<file path="config.mk">
export PLATFORM = sky130hd
export DESIGN_NAME = gate_seq_ctrl
export DESIGN_NICKNAME = d
export VERILOG_FILES = /design/src/rtl/dtc_pkg.sv /design/src/rtl/dtc_sync.sv /design/src/rtl/dtc_timer.sv /design/src/rtl/dtc_seq.sv /design/src/rtl/gate_seq_ctrl.sv
export SDC_FILE = /design/constraint.sdc
export NUM_CORES = 1
export LEC_CHECK = 0
export CAP_MARGIN = 20
export CORE_ASPECT_RATIO = 1.4
export CORE_UTILIZATION = 40
export CTS_BUF_LIST = sky130_fd_sc_hd__clkbuf_8
export CTS_CLUSTER_SIZE = 40
export DETAILED_ROUTE_END_ITERATION = 8
export GPL_TIMING_DRIVEN = 0
export PLACE_DENSITY = 0.57
export SETUP_SLACK_MARGIN = 0.1
export SYNTH_ARGS = -nofsm -noshare
export SYNTH_HDL_FRONTEND = slang
export SYNTH_SLANG_ARGS = --single-unit
</file>
<file path="constraint.sdc">
create_clock -name clk -period 1.5 [get_ports clk]
set_clock_uncertainty 0.2 [all_clocks]
set_input_delay 0.3 -clock clk [delete_from_list [all_inputs] [get_ports clk]]
set_output_delay 0.3 -clock clk [all_outputs]
set_load 0.02 [all_outputs]
</file>
<file path="src/rtl/dtc_pkg.sv">
package dtc_pkg;

  typedef enum logic [2:0] {
    ST_IDLE   = 3'd0,
    ST_TO_LS  = 3'd1,
    ST_LS     = 3'd2,
    ST_TO_HS  = 3'd3,
    ST_HS_DLY = 3'd4,
    ST_HS     = 3'd5
  } dt_state_e;

  // positions inside the synchronized input vector
  localparam int IX_PWM  = 0;
  localparam int IX_RUN  = 1;
  localparam int IX_UVLO = 2;
  localparam int IX_SWH  = 3;
  localparam int IX_SWL  = 4;
  localparam int IX_GFB  = 5;
  localparam int SYNC_W  = 6;

endpackage

</file>
<file path="src/rtl/dtc_sync.sv">
module dtc_sync #(
  parameter int W      = 1,
  parameter int STAGES = 2
) (
  input  logic         clk,
  input  logic         rst_n,
  input  logic [W-1:0] d_i,
  output logic [W-1:0] q_o
);

  logic [W-1:0] stg_q [STAGES];

  genvar s;
  generate
    for (s = 0; s < STAGES; s++) begin : g_stage
      if (s == 0) begin : g_first
        always_ff @(posedge clk or negedge rst_n) begin
          if (!rst_n) stg_q[0] <= '0;
          else        stg_q[0] <= d_i;
        end
      end else begin : g_next
        always_ff @(posedge clk or negedge rst_n) begin
          if (!rst_n) stg_q[s] <= '0;
          else        stg_q[s] <= stg_q[s-1];
        end
      end
    end
  endgenerate

  assign q_o = stg_q[STAGES-1];

endmodule

</file>
<file path="src/rtl/dtc_timer.sv">
module dtc_timer #(
  parameter int CW = 6
) (
  input  logic          clk,
  input  logic          rst_n,
  input  logic          clr_i,
  input  logic          en_i,
  output logic [CW-1:0] cnt_o
);

  logic [CW-1:0] cnt_q;
  logic [CW-1:0] cnt_d;

  always_comb begin
    cnt_d = cnt_q;
    if (clr_i)                   cnt_d = '0;
    else if (en_i && cnt_q != '1) cnt_d = cnt_q + 1'b1;
  end

  always_ff @(posedge clk or negedge rst_n) begin
    if (!rst_n) cnt_q <= '0;
    else        cnt_q <= cnt_d;
  end

  assign cnt_o = cnt_q;

endmodule

</file>
<file path="src/rtl/dtc_seq.sv">
module dtc_seq
  import dtc_pkg::*;
#(
  parameter int FIXED_DLY = 15,
  parameter int TIMEOUT   = 19,
  parameter int HS_DLY    = 3,
  parameter int CW        = 6
) (
  input  logic          clk,
  input  logic          rst_n,
  input  logic          pwm_s,
  input  logic          run_s,
  input  logic          uvlo_s,
  input  logic          sw_hi_s,
  input  logic          sw_lo_s,
  input  logic          gfb_s,
  input  logic [CW-1:0] cnt_i,
  output dt_state_e     state_o,
  output logic          clr_o,
  output logic          cnt_en_o
);

  localparam logic [CW-1:0] FIX_LAST = CW'(FIXED_DLY - 1);
  localparam logic [CW-1:0] TMO_LAST = CW'(TIMEOUT - 1);
  localparam logic [CW-1:0] HSD_LAST = CW'(HS_DLY - 1);

  dt_state_e state_q, state_d;
  logic      seen_q, seen_d;

  // next-state logic
  always_comb begin
    state_d = state_q;
    if (uvlo_s || !run_s) begin
      state_d = ST_IDLE;
    end else begin
      unique case (state_q)
        ST_IDLE:   state_d = pwm_s ? ST_TO_HS : ST_TO_LS;
        ST_TO_LS: begin
          if (pwm_s)                           state_d = ST_TO_HS;
          else if (seen_q && sw_lo_s)          state_d = ST_LS;
          else if (!seen_q && cnt_i >= FIX_LAST) state_d = ST_LS;
          else if (cnt_i >= TMO_LAST)          state_d = ST_LS;
        end
        ST_LS:     if (pwm_s) state_d = ST_TO_HS;
        ST_TO_HS: begin
          if (!pwm_s)     state_d = ST_TO_LS;
          else if (gfb_s) state_d = ST_HS_DLY;
        end
        ST_HS_DLY: begin
          if (!pwm_s)                 state_d = ST_TO_LS;
          else if (cnt_i >= HSD_LAST) state_d = ST_HS;
        end
        ST_HS:     if (!pwm_s) state_d = ST_TO_LS;
        default:   state_d = ST_IDLE;
      endcase
    end
  end

  // switch-node rise memory, cleared on every entry to the low-side wait
  always_comb begin
    seen_d = 1'b0;
    if (state_q == ST_TO_LS) seen_d = seen_q | sw_hi_s;
  end

  always_ff @(posedge clk or negedge rst_n) begin
    if (!rst_n) begin
      state_q <= ST_IDLE;
      seen_q  <= 1'b0;
    end else begin
      state_q <= state_d;
      seen_q  <= seen_d;
    end
  end

  assign clr_o    = (state_d != state_q);
  assign cnt_en_o = (state_q == ST_TO_LS) || (state_q == ST_HS_DLY);
  assign state_o  = state_q;

endmodule

</file>
<file path="src/rtl/gate_seq_ctrl.sv">
module gate_seq_ctrl
  import dtc_pkg::*;
#(
  parameter int FIXED_DLY   = 15,
  parameter int TIMEOUT     = 19,
  parameter int HS_DLY      = 3,
  parameter int SYNC_STAGES = 2
) (
  input  logic       clk,
  input  logic       rst_n,
  input  logic       pwm_i,
  input  logic       dis_n_i,
  input  logic       uvlo_i,
  input  logic       sw_hi_i,
  input  logic       sw_lo_i,
  input  logic       gfb_lo_i,
  output logic       hs_en_o,
  output logic       ls_en_o,
  output logic [2:0] state_o
);

  localparam int CW = $clog2(FIXED_DLY + TIMEOUT + HS_DLY + 1);

  // reset: asserted asynchronously, released on a clock edge
  logic [1:0] rst_pipe_q;
  logic       rst_core_n;

  always_ff @(posedge clk or negedge rst_n) begin
    if (!rst_n) rst_pipe_q <= 2'b00;
    else        rst_pipe_q <= {rst_pipe_q[0], 1'b1};
  end
  assign rst_core_n = rst_pipe_q[1];

  logic [SYNC_W-1:0] raw_vec;
  logic [SYNC_W-1:0] syn_vec;

  always_comb begin
    raw_vec          = '0;
    raw_vec[IX_PWM]  = pwm_i;
    raw_vec[IX_RUN]  = dis_n_i;
    raw_vec[IX_UVLO] = uvlo_i;
    raw_vec[IX_SWH]  = sw_hi_i;
    raw_vec[IX_SWL]  = sw_lo_i;
    raw_vec[IX_GFB]  = gfb_lo_i;
  end

  dtc_sync #(.W(SYNC_W), .STAGES(SYNC_STAGES)) u_sync (
    .clk   (clk),
    .rst_n (rst_core_n),
    .d_i   (raw_vec),
    .q_o   (syn_vec)
  );

  logic [CW-1:0] cnt;
  logic          cnt_clr;
  logic          cnt_en;
  dt_state_e     st;

  dtc_timer #(.CW(CW)) u_tmr (
    .clk   (clk),
    .rst_n (rst_core_n),
    .clr_i (cnt_clr),
    .en_i  (cnt_en),
    .cnt_o (cnt)
  );

  dtc_seq #(
    .FIXED_DLY (FIXED_DLY),
    .TIMEOUT   (TIMEOUT),
    .HS_DLY    (HS_DLY),
    .CW        (CW)
  ) u_seq (
    .clk      (clk),
    .rst_n    (rst_core_n),
    .pwm_s    (syn_vec[IX_PWM]),
    .run_s    (syn_vec[IX_RUN]),
    .uvlo_s   (syn_vec[IX_UVLO]),
    .sw_hi_s  (syn_vec[IX_SWH]),
    .sw_lo_s  (syn_vec[IX_SWL]),
    .gfb_s    (syn_vec[IX_GFB]),
    .cnt_i    (cnt),
    .state_o  (st),
    .clr_o    (cnt_clr),
    .cnt_en_o (cnt_en)
  );

  // raw disable gates the decoded enables with no clock in the path
  assign hs_en_o = (st == ST_HS) & dis_n_i;
  assign ls_en_o = (st == ST_LS) & dis_n_i;
  assign state_o = st;

endmodule

</file>
Word level (Yosys, flattened, before mapping)
Cells that the tools add are included.
- add/subtract/negate cells: 1
- magnitude comparators: 3
- equality and inequality tests: 7
- mux-type cells: 16
- bitwise gates (word level): 3
- reductions and logical operators: 9
- operators with widths (kind ; number):
    3-bit two-way mux ; 11
    3-bit one-hot mux with 6 select lines ; 1
    6-bit two-way mux ; 2
    6-bit by 1-bit adder with 6-bit output, second input constant ; 1
    3-bit by 2-bit == test with 1-bit output, second input constant ; 2
    3-bit == test, second input constant ; 2
    6-bit by 2-bit greater-or-equal comparator with 1-bit output, second input constant ; 1
    6-bit by 4-bit greater-or-equal comparator with 1-bit output, second input constant ; 1
    6-bit by 5-bit greater-or-equal comparator with 1-bit output, second input constant ; 1
    6-bit != test, second input constant ; 1
    3-bit by 1-bit == test with 1-bit output, second input constant ; 1
    1-bit logical AND ; 3
    3-bit logical NOT ; 1
    3-bit != test ; 1
    1-bit bitwise AND ; 2
    1-bit logical NOT ; 2
    1-bit logical OR ; 2
    2-bit two-way mux ; 1
    2-bit nonzero test ; 1
    1-bit two-way mux ; 1
    1-bit bitwise OR ; 1
- register bits after elaboration: 24
- input bits: 8
- output and inout port bits: 5
- word-level logic and storage cells: 45

Logic depth before layout (Yosys ltp)
- depth in word-level cells: 9
- gate-level depth with buffers: 7
- gate-level depth less buffers: 7

Cells and area by module
A second synthesis with hierarchy kept.
- cell total of the unflattened synthesis: 112
- area total of the unflattened synthesis: 1203.7 µm²
- by module, submodules not included (module ; times used ; cells an instance ; area an instance (µm²)):
    dtc_seq ; 1 ; 54 ; 435.4
    dtc_sync ; 1 ; 18 ; 345.3
    dtc_timer ; 1 ; 35 ; 345.3
    gate_seq_ctrl ; 1 ; 5 ; 77.6

Least setup slack after synthesis
No wires, ideal clock.
- path kind: register to register
- start: register u_tmr.cnt_q[0], in the netlist u_tmr.cnt_o[0]
- end: register u_tmr.cnt_q[3], in the netlist u_tmr.cnt_o[3]
- library setup time: 128 ps
- arrival: 1668 ps
- slack: -497 ps
- cell stages (with the launch flop): 7
- buffers on the path: 0
- path through: dfrtp_1 ha_1 and3_1 a311oi_2 and4_2 xnor2_1 nor2_1
- word-level cells in the longest chain between the ends: 9
- elaborated cells between the ends (all ways): 19
- those cells by class: add/sub (1); order compare (3); eq/ne (2); mux (10); reduce/logical (3)
- ends and longest elaborated chain (item ; line ; RTL):
    start, declared ; dtc_timer.sv:11 ; logic [CW-1:0] cnt_q;
    start signal, assigned ; dtc_timer.sv:22 ; else cnt_q <= cnt_d;
    6-bit by 5-bit greater-or-equal comparator with 1-bit output or 6-bit by 4-bit greater-or-equal comparator with 1-bit output (tied branches) ; dtc_seq.sv:42, dtc_seq.sv:41 ;
    3-bit two-way mux or 1-bit logical AND (tied branches) ; dtc_seq.sv:42, dtc_seq.sv:41 ;
    3-bit two-way mux ; dtc_seq.sv:41 ; else if (!seen_q && cnt_i >= FIX_LAST) state_d = ST_LS;
    3-bit two-way mux ; dtc_seq.sv:40 ; else if (seen_q && sw_lo_s) state_d = ST_LS;
    3-bit two-way mux ; dtc_seq.sv:39 ; if (pwm_s) state_d = ST_TO_HS;
    3-bit one-hot mux with 6 select lines ; dtc_seq.sv:36 ; unique case (state_q)
    3-bit two-way mux ; dtc_seq.sv:33 ; if (uvlo_s || !run_s) begin
    3-bit != test ; dtc_seq.sv:75 ; assign clr_o = (state_d != state_q);
    6-bit two-way mux or 2-bit nonzero test (tied branches) ; - ;
Several ways; a longest one is shown, not always the timed one. The select of a mux whose other input is x is not followed.
A chain may end at the register's enable or synchronous reset.

Final worst setup path
- start: register u_tmr.cnt_q[1], in the netlist u_tmr.cnt_o[1]
- end: register u_tmr.cnt_q[4], in the netlist u_tmr.cnt_o[4]
Same word-level chain as after synthesis.

==> impl_metrics.env <==
export IMPL_ys_seq_area_frac=0.5424
export IMPL_cp_cell_sequence="or3_4 -> or4_4 -> nand2_4 -> o211ai_4 -> a221oi_2"
export IMPL_ctsHtreeMaxLevel=1
export IMPL_place_congestion=0.7466
export IMPL_slowest_delay_ps=480
export IMPL_reg2reg_depth=5
export IMPL_setup_ws_ps=-514.2
export IMPL_hp_class="register to async pin"
export IMPL_r2r_setup_slack_ps=-510
export IMPL_gr_total_overflow=0
export IMPL_final_util=0.6038
export IMPL_first_pass_iters=4
export IMPL_cts_tree="done"
export IMPL_syn_avg_cell_area_um2=11.42
export IMPL_postRouteWirelength_um=2137
export IMPL_ys_ff_latch=24
export IMPL_tns_ps=-4240
export IMPL_grt_pass1_vias=797
export IMPL_detail_route_antenna_nets=0
export IMPL_synth_edff_count=0
export IMPL_maxCapViolCount=0
export IMPL_numCtsBuffers=3
export IMPL_fmax_mhz=496.5
export IMPL_end_kind="register"
export IMPL_leakage_nw=0.6514
export IMPL_n_antenna_cell=0
export IMPL_yosysWarnings=0
export IMPL_start_kind="register"
export IMPL_clk_pin_slew_ps=80
export IMPL_root_buffer="clkbuf_8"
export IMPL_die_w_um=46.47
export IMPL_path_delay_family="simple AND/OR/NAND/NOR gates"
export IMPL_setup_violations=10
export IMPL_async_flop_share=1.000
export IMPL_crit_end="u_tmr.cnt_o[4]$_DFFE_PN0P_"
export IMPL_fin_area_mm2=0.001579
export IMPL_min_period_ps=2014
export IMPL_drcViolationCount=0
export IMPL_most_common_layout_cells="dfrtp_1 (19), buf_4 (11), nor2_1 (8)"
export IMPL_wl_per_cell_um=13.11
export IMPL_violations="setup timing"
export IMPL_syn_to_final_growth_pct=42.60
export IMPL_syn_cell_area_mm2=0.001107
export IMPL_fin_nets=138
export IMPL_reg2reg_from="u_tmr.cnt_o[1]$_DFFE_PN0P_"
export IMPL_rows=22
export IMPL_vdd_ir_drop_max_uv=715.4
export IMPL_synth_flop_cell="dfrtp_1"
export IMPL_insertion_delay_ps=260
export IMPL_pwr_density_cell_mw_per_mm2=969.1
export IMPL_dieArea_mm2=0.002986
export IMPL_path_class="register to register"
export IMPL_cp_data_arrival_time_ps=1990
export IMPL_die_y_um=64.26
export IMPL_grt_max_degree=23
export IMPL_instances_no_fill=163
export IMPL_dpl_hpwl_um=1393
export IMPL_synth_cells=97
export IMPL_antenna_found_initial=0
export IMPL_post_place_cells=145
export IMPL_track_usage=0.1658
export IMPL_final_hold_viol_count=0
export IMPL_crit_fanout=7
export IMPL_crit_required_ps=1470
export IMPL_avgViaCountPerCell=4.957
export IMPL_final_common_cell="dfrtp_1"
export IMPL_clock_sinks=24
export IMPL_vias=808
export IMPL_core_area_mm2=0.002615
export IMPL_drive_gt1_frac=0.4331
export IMPL_crit_start="u_tmr.cnt_o[1]$_DFFE_PN0P_"
export IMPL_cp_depth=5
export IMPL_path_buf_inv=0
export IMPL_outcome="complete, but fails checks"
export IMPL_clk_path_buf_depth=2
export IMPL_synth_cell_types=40
export IMPL_placed_area_mm2=0.001340
export IMPL_finalMaxSlewViolations=0
export IMPL_dpl_worst_slack_ps=-595.0
export IMPL_drt_iter0_markers=6
export IMPL_finalCritPeriodShare=1.343
export IMPL_cpMaxStageDelayCell="dfrtp_2"
export IMPL_rsz0062_at_grt="true"
export IMPL_syn_num_nets=107
export IMPL_io_buffers=12
export IMPL_rr_endpoint="u_tmr.cnt_o[4]$_DFFE_PN0P_"
export IMPL_grt_pass1_wl_um=3622
export IMPL_initial_core_util=0.4234
export IMPL_io_pins=13
-- cells by family (layout without fill, tap and decap cells) --
logic type                 after synthesis  after routing  share of synthesized area
muxes                                    1              1                    0.01017
and+or+nand+nor                         42             42                     0.2136
adders and majority gates                2              2                    0.02260
other                                    1              1                   0.003387
AOI/OAI and AO/OA                       17             17                     0.1525
xor gates and xnor gates                 4              4                    0.03164
DFF                                     24             24                     0.5424
buffers and inverters                    6             36                    0.02373
-- worst register-to-register path, stage by stage, from the launching register on --
cell and delay, ps:
dfrtp_2 480, or3_4 420, or4_4 440, nand2_4 80, o211ai_4 130, a221oi_2 180
-- where the power goes --
| group | total [mW] | switching, mW | internal (mW) | leakage [nW] |
|---|---|---|---|---|
| clock network | 0.557 | 0.201 | 0.356 | 0.0357 |
| registers | 0.725 | 0.0434 | 0.682 | 0.293 |
| logic | 0.248 | 0.107 | 0.141 | 0.323 |
-- metal layers --
layer,up-vias,GRT usage,part of all wire
met5,-,0,0
met4,0,0.08456,0.017
met3,4,0.01695,0.017
met2,10,0.2413,0.50
met1,395,0.2379,0.47
li1,399,-,-
-- cell type report --
class                   count  area [um^2]
plain buffers               3        40.04
repair buffers             27        240.2
multi-input cells          67        568.0
well taps                  36        45.04
clock inverters             1        30.03
clock buffers               3        41.29
inverters                   2        7.507
fillers                   215         1036
flip-flops and latches     24        606.8
-- worst min-delay path by stage --
stage,startpoint,end,cells past startpoint
after floorplan,rst_n,rst_pipe_q[0]$_DFF_PN0_,0
after CTS,u_sync.stg_q[9]$_DFF_PN0_,u_sync.q_o[3]$_DFF_PN0_,0
after global placement,u_sync.stg_q[9]$_DFF_PN0_,u_sync.q_o[3]$_DFF_PN0_,0
after detailed placement,u_sync.stg_q[9]$_DFF_PN0_,u_sync.q_o[3]$_DFF_PN0_,0
after global routing,rst_pipe_q[1]$_DFF_PN0_,u_sync.stg_q[8]$_DFF_PN0_,0
final,rst_pipe_q[1]$_DFF_PN0_,u_sync.stg_q[8]$_DFF_PN0_,0
-- synthesized netlist by cell type, drive strengths merged (2+ instances only) --
master / number / area (um^2)
dfrtp: 24 / 600.6
nand2: 8 / 32.54
nor2: 8 / 30.03
nor3: 5 / 25.02
nor2b: 4 / 25.02
clkbuf: 3 / 11.26
nand2b: 3 / 18.77
nand3: 3 / 15.01
xnor2: 3 / 26.28
a211oi: 2 / 25.02
a21oi: 2 / 10.01
a221oi: 2 / 23.77
and3: 2 / 12.51
and4: 2 / 18.77
ha: 2 / 25.02
inv: 2 / 7.510
o21ai: 2 / 13.76
o31ai: 2 / 15.01
-- per-stage QoR --
step / hold slack [ps] / total power [mW]
finish: 26.12 / 1.530
global route: 86.96 / 1.603
CTS: 154.6 / 1.502
detailed placement: 134.7 / 0.9143
global placement: 132.1 / 0.9094
floorplan: -195.6 / 0.8528
-- sequential cells by signal (all words and copies together), names as in the netlist --
signal / flops
u_sync.q_o: 6
u_seq.seen_q: 1
u_seq.state_o: 3
u_sync.stg_q: 6
u_tmr.cnt_o: 6
rst_pipe_q: 2
-- timing repair --
item                                    in CTS  in global routing
endpoints found under the setup margin      14                 15
gates resized for setup                     35                  8
gates cloned                                 0                  0
buffers inserted                             9                  6
hold buffers                                 1                  0
pin swaps                                    5                  4
endpoints found under the hold margin        2                  0
Note: power is estimated with default switching activity, not from simulation.
